**src/rtl/pwrdn_pkg.sv**
```systemverilog
package pwrdn_pkg;
  localparam int REG_W   = 8;
  localparam int MSTP_W  = 5;
  localparam int SBY_POS = 7;
  localparam int HIZ_POS = 6;
  localparam int RSV_POS = 5;

  typedef enum logic [1:0] {
    MODE_RUN   = 2'b00,
    MODE_SLEEP = 2'b01,
    MODE_STBY  = 2'b10
  } pd_mode_e;

  typedef struct packed {
    logic              sby;
    logic              hiz;
    logic [MSTP_W-1:0] mstp;
  } pd_ctrl_t;
endpackage

```
**src/rtl/pwrdn_rst_sync.sv**
```systemverilog
module pwrdn_rst_sync #(
  parameter int STAGES = 2
) (
  input  logic clk,
  input  logic rst_n,
  output logic rst_sync_n
);
  logic [STAGES-1:0] sync_q;

  always_ff @(posedge clk or negedge rst_n) begin
    if (!rst_n) sync_q <= '0;
    else        sync_q <= {sync_q[STAGES-2:0], 1'b1};
  end

  assign rst_sync_n = sync_q[STAGES-1];
endmodule

```
**src/rtl/pwrdn_reg.sv**
```systemverilog
module pwrdn_reg
  import pwrdn_pkg::*;
#(
  parameter int DMA_SLOT = 4
) (
  input  logic             clk,
  input  logic             rst_n,
  input  logic             wr_en,
  input  logic [REG_W-1:0] wr_data,
  input  logic             wdt_running,
  input  logic             dma_busy,
  output pd_ctrl_t         ctrl,
  output logic [REG_W-1:0] rd_data
);
  pd_ctrl_t ctrl_q, ctrl_d;
  logic     sby_wr;
  logic [MSTP_W-1:0] mstp_wr;

  always_comb begin
    // refuse 0->1 on standby select while the watchdog counts
    sby_wr = wr_data[SBY_POS] & ~(wdt_running & ~ctrl_q.sby);
    mstp_wr = wr_data[MSTP_W-1:0];
    // refuse 0->1 on the DMA module stop while a transfer is active
    mstp_wr[DMA_SLOT] = wr_data[DMA_SLOT] & ~(dma_busy & ~ctrl_q.mstp[DMA_SLOT]);
    ctrl_d = ctrl_q;
    if (wr_en) begin
      ctrl_d.sby  = sby_wr;
      ctrl_d.hiz  = wr_data[HIZ_POS];
      ctrl_d.mstp = mstp_wr;
    end
  end

  always_ff @(posedge clk or negedge rst_n) begin
    if (!rst_n) ctrl_q <= '0;
    else        ctrl_q <= ctrl_d;
  end

  assign ctrl    = ctrl_q;
  assign rd_data = {ctrl_q.sby, ctrl_q.hiz, 1'b0, ctrl_q.mstp};
endmodule

```
**src/rtl/pwrdn_mode_fsm.sv**
```systemverilog
module pwrdn_mode_fsm
  import pwrdn_pkg::*;
(
  input  logic     clk,
  input  logic     rst_n,
  input  logic     sleep_req,
  input  logic     sby_sel,
  input  logic     irq_wake,
  input  logic     nmi_wake,
  output pd_mode_e mode
);
  pd_mode_e mode_q, mode_d;

  always_comb begin
    mode_d = mode_q;
    unique case (mode_q)
      MODE_RUN:   if (sleep_req) mode_d = sby_sel ? MODE_STBY : MODE_SLEEP;
      MODE_SLEEP: if (irq_wake || nmi_wake) mode_d = MODE_RUN;
      MODE_STBY:  if (nmi_wake) mode_d = MODE_RUN;
      default:    mode_d = MODE_RUN;
    endcase
  end

  always_ff @(posedge clk or negedge rst_n) begin
    if (!rst_n) mode_q <= MODE_RUN;
    else        mode_q <= mode_d;
  end

  assign mode = mode_q;
endmodule

```
**src/rtl/pwrdn_enables.sv**
```systemverilog
module pwrdn_enables
  import pwrdn_pkg::*;
(
  input  pd_mode_e          mode,
  input  pd_ctrl_t          ctrl,
  output logic              cpu_clk_en,
  output logic [MSTP_W-1:0] mod_clk_en,
  output logic              pin_oe,
  output logic              pin_hold
);
  logic in_stby;
  assign in_stby    = (mode == MODE_STBY);
  assign cpu_clk_en = (mode == MODE_RUN);

  for (genvar g = 0; g < MSTP_W; g++) begin : g_mod_en
    assign mod_clk_en[g] = ~ctrl.mstp[g] & ~in_stby;
  end

  assign pin_oe   = ~(in_stby & ctrl.hiz);
  assign pin_hold = in_stby & ~ctrl.hiz;
endmodule

```
**src/rtl/pwrdn_ctrl.sv**
```systemverilog
module pwrdn_ctrl
  import pwrdn_pkg::*;
#(
  parameter int SYNC_STAGES = 2,
  parameter int DMA_SLOT    = 4
) (
  input  logic             clk,
  input  logic             rst_n,
  input  logic             wr_en,
  input  logic [REG_W-1:0] wr_data,
  output logic [REG_W-1:0] rd_data,
  input  logic             sleep_req,
  input  logic             irq_wake,
  input  logic             nmi_wake,
  input  logic             wdt_running,
  input  logic             dma_busy,
  output logic             cpu_clk_en,
  output logic [MSTP_W-1:0] mod_clk_en,
  output logic             pin_oe,
  output logic             pin_hold,
  output logic [1:0]       mode
);
  logic     rst_sync_n;
  pd_ctrl_t ctrl;
  pd_mode_e mode_e;

  pwrdn_rst_sync #(.STAGES(SYNC_STAGES)) u_rst (
    .clk(clk), .rst_n(rst_n), .rst_sync_n(rst_sync_n));

  pwrdn_reg #(.DMA_SLOT(DMA_SLOT)) u_reg (
    .clk(clk), .rst_n(rst_sync_n), .wr_en(wr_en), .wr_data(wr_data),
    .wdt_running(wdt_running), .dma_busy(dma_busy),
    .ctrl(ctrl), .rd_data(rd_data));

  pwrdn_mode_fsm u_fsm (
    .clk(clk), .rst_n(rst_sync_n), .sleep_req(sleep_req), .sby_sel(ctrl.sby),
    .irq_wake(irq_wake), .nmi_wake(nmi_wake), .mode(mode_e));

  pwrdn_enables u_en (
    .mode(mode_e), .ctrl(ctrl), .cpu_clk_en(cpu_clk_en),
    .mod_clk_en(mod_clk_en), .pin_oe(pin_oe), .pin_hold(pin_hold));

  assign mode = mode_e;
endmodule

```
**config.mk**
```make
export PLATFORM = sky130hd
export DESIGN_NAME = pwrdn_ctrl
export DESIGN_NICKNAME = d
export VERILOG_FILES = /design/src/rtl/pwrdn_pkg.sv /design/src/rtl/pwrdn_rst_sync.sv /design/src/rtl/pwrdn_reg.sv /design/src/rtl/pwrdn_mode_fsm.sv /design/src/rtl/pwrdn_enables.sv /design/src/rtl/pwrdn_ctrl.sv
export SDC_FILE = /design/constraint.sdc
export NUM_CORES = 1
export LEC_CHECK = 0
export ABC_AREA = 1
export BUFFER_PORTS_ARGS = -buffer_cell sky130_fd_sc_hd__buf_2
export CAP_MARGIN = 10
export CORE_MARGIN = 5
export CORE_UTILIZATION = 33
export DETAILED_ROUTE_END_ITERATION = 10
export GPL_ROUTABILITY_DRIVEN = 1
export PLACE_DENSITY = 0.69
export SYNTH_ARGS = -nofsm -noshare
export SYNTH_HDL_FRONTEND = slang
export SYNTH_HIERARCHICAL = 1
export SYNTH_SLANG_ARGS = --single-unit
```
**constraint.sdc**
```tcl
create_clock -name clk -period 1.05 [get_ports clk]
set_input_delay 0.105 -clock clk [delete_from_list [all_inputs] [get_ports clk]]
set_output_delay 0.105 -clock clk [all_outputs]
set_load 0.03 [all_outputs]
```
==> impl_metrics.tcl <==
set metrics [dict create \
    area_growth_pct 66.53 \
    slew_violations 0 \
    yosysTopAreaCell "dfrtp_1" \
    p_leak_uw 0.0005092 \
    syn_area_per_cell_um2 8.024 \
    finalCritPeriodShare 1.203 \
    layout.nets 127 \
    cp_slowest_stage_delay_ns 0.43 \
    critical_path_class "reg -> out" \
    grt_use_met1 0.1233 \
    multi_input_area_um2 292.8 \
    design.core.area_um2 1727 \
    synth_area_um2 601.8 \
    hold_viol 0 \
    cts.sinks 11 \
    vdd_drop_max_mv 1.328 \
    async_reset_ff_frac 1.000 \
    ys_ff_latch 11 \
    rsz0062_at_grt "yes" \
    critPathArrivalTime_ns 1.16 \
    holdCritPathClass "in -> reg" \
    finalWirelength_um 1584 \
    dr.pass1.iters 4 \
    cts_buffer_depth 2 \
    synth-edff-count 0 \
    numCtsBuffers 3 \
    ys_top_cells_by_count "21 x nand2_1, 11 x dfrtp_1, 8 x buf_4" \
    antenna_found_initial 0 \
    remaining_drc_errors 0 \
    crit_required_ns 0.94 \
    routedWlPerCell_um 11.73 \
    status "complete, but fails checks" \
    fillCellCount 148 \
    critPathSlowestCell "dfrtp_2" \
    drive_above_1_share 0.6000 \
    grt_pass1_wl_um 2408 \
    rows 15 \
    period_needed_ns 1.263 \
    avgViaCountPerCell 4.304 \
    synth_area_leaders "dfrtp_1 46%, nand2_1 13%, buf_4 10%" \
    clk_pin_slew_ns 0.07 \
    gr-total-overflow 0 \
    yosysMostFrequentCell "nand2_1" \
    crit_path_end_kind "primary output" \
    fp.dieH_um 52.71 \
    yosys_most_used_dff "dfrtp_1" \
    cts_root_buffer "clkbuf_4" \
    pin_count 34 \
    grt-busiest-layer "met2" \
    use_met2 0.2087 \
    p_total_uw 2505 \
    first_global_vias 564 \
    die_area_um2 2778 \
    violations "negative setup slack" \
    cts_tree "done" \
    drt_iter0_markers 5 \
    final_util 0.5804 \
    yosysWarnings 6 \
    port_buffers 31 \
    crit_path_start_kind "flop" \
    crit_fanout 8 \
    fmax_mhz 791.9 \
    syn_nets 91 \
    fin_ws_ns -0.2127 \
    clock_latency_ns 0.26 \
    powerDensity_nw_per_um2 2500 \
    start_util 0.3486 \
    drv_cap 0 \
    track_usage 0.1179 \
    setup_viol 12 \
    vias 581 \
    synthDominantCellAreaShare 0.4574 \
    skew_ns 0.008164 \
    die_w_um 52.71 \
    regArea_um2 280.3 \
    antenna_cells 0 \
    ys_seq_area_frac 0.4574 \
    ant_nets 0 \
    netlist_instances 75 \
    crit_chain "buf_12, a21oi_4, buf_6" \
    met3_usage 0.04274 \
    gp_congestion 0.7855 \
    grt_max_degree 10 \
    ctsHtreeMaxLevel 1 \
    yosysUniqueCellTypes 15 \
]
registers in the layout (all words and copies together) (netlist names):
name and count:
u_reg/ctrl 7, u_rst/sync_q 2, u_fsm/mode 2
through the flow:
stage / setup WS [ns] / TNS (ns) / area (µm²) / std cells / hold WS (ns)
3_3_place_gp: 0.008630 / 0 / 799.5 / 122 / -0.1089
4_1_cts: -0.2016 / -1.712 / 960.9 / 133 / 0.04087
5_1_grt: -0.2483 / -2.270 / 1002 / 135 / 0.05540
3_5_place_dp: -0.008034 / -0.008034 / 799.5 / 122 / -0.1089
6_report: -0.2127 / -1.621 / 1002 / 135 / 0.04831
2_1_floorplan: 0.0004076 / 0 / 675.6 / 75 / -0.1906
area by class of cell:
cell class | count | area share
clock buffer | 4 | 0.02622
inverter | 9 | 0.04120
multi-input combinational | 45 | 0.2921
sequential | 11 | 0.2797
tap | 25 | 0.03121
timing repair buffer | 41 | 0.3296
critical path: cells and delay by family, from the launching register on:
kind	cells	cell delay (ns)
AO/OA/AOI/OAI	1	0.15
buffers and inverters	2	0.31
flip-flops	1	0.43
power breakdown:
part / total [µW] / internal (µW) / switching, µW
logic: 1640 / 739 / 906
registers: 584 / 495 / 89.4
clock network: 277 / 146 / 130
total: 2510 / 1380 / 1130
per-layer routing:
metal  part of all wire  vias to the layer above  wire length (µm)
met5                  0                        -                 0
met4                  0                        0                 0
met3              0.090                        0               142
met2               0.51                       27               800
met1               0.40                      265               641
li1                   -                      289                 -
worst paths after layout:
check	endpoint	cells past startpoint	slack (ns)	from
max	mod_clk_en[3]	3	-0.21	u_fsm/mode[1]
min	u_reg/ctrl[1]	3	0.05	wr_data[1]
max reg2reg	u_fsm/mode[1]	5	-0.03	u_fsm/mode[1]
min reg2reg	u_reg/ctrl[6]	0	0.15	u_rst/sync_q[1]
max in group asynchronous	u_reg/ctrl[1]	0	0.60	u_rst/sync_q[1]
min in group asynchronous	u_rst/sync_q[0]	2	0.15	rst_n
kinds of logic (layout without fill, tap and decap cells):
| group | Yosys count | after routing | share of synthesized area |
|---|---|---|---|
| other cells | 2 | 2 | 0.01248 |
| compound gates | 8 | 8 | 0.07899 |
| flops | 11 | 11 | 0.4574 |
| buf+inv | 19 | 54 | 0.1975 |
| simple gates | 35 | 35 | 0.2536 |
cell usage in the layout, fill, tap and decap left out, types with 2 or more instances in the layout:
cell / count
buf_12: 2
nor2_1: 2
nor2_2: 4
dfrtp_1: 7
inv_1: 6
buf_2: 17
a21oi_4: 5
nand2_1: 21
nor2_4: 2
a21oi_2: 2
dfrtp_2: 4
buf_4: 8
nand3_1: 4
clkbuf_4: 6
conb_1: 2
buf_6: 10
timing repair:
item | in CTS | in global routing
pin swaps | 4 | 5
gates cloned | 0 | 0
resized for setup | 22 | 8
buffers inserted | 6 | 2
setup endpoints to repair | 9 | 16
endpoints found under the hold margin | 2 | 0
hold buffers | 1 | 0
Note: power is estimated with default switching activity, not from simulation.
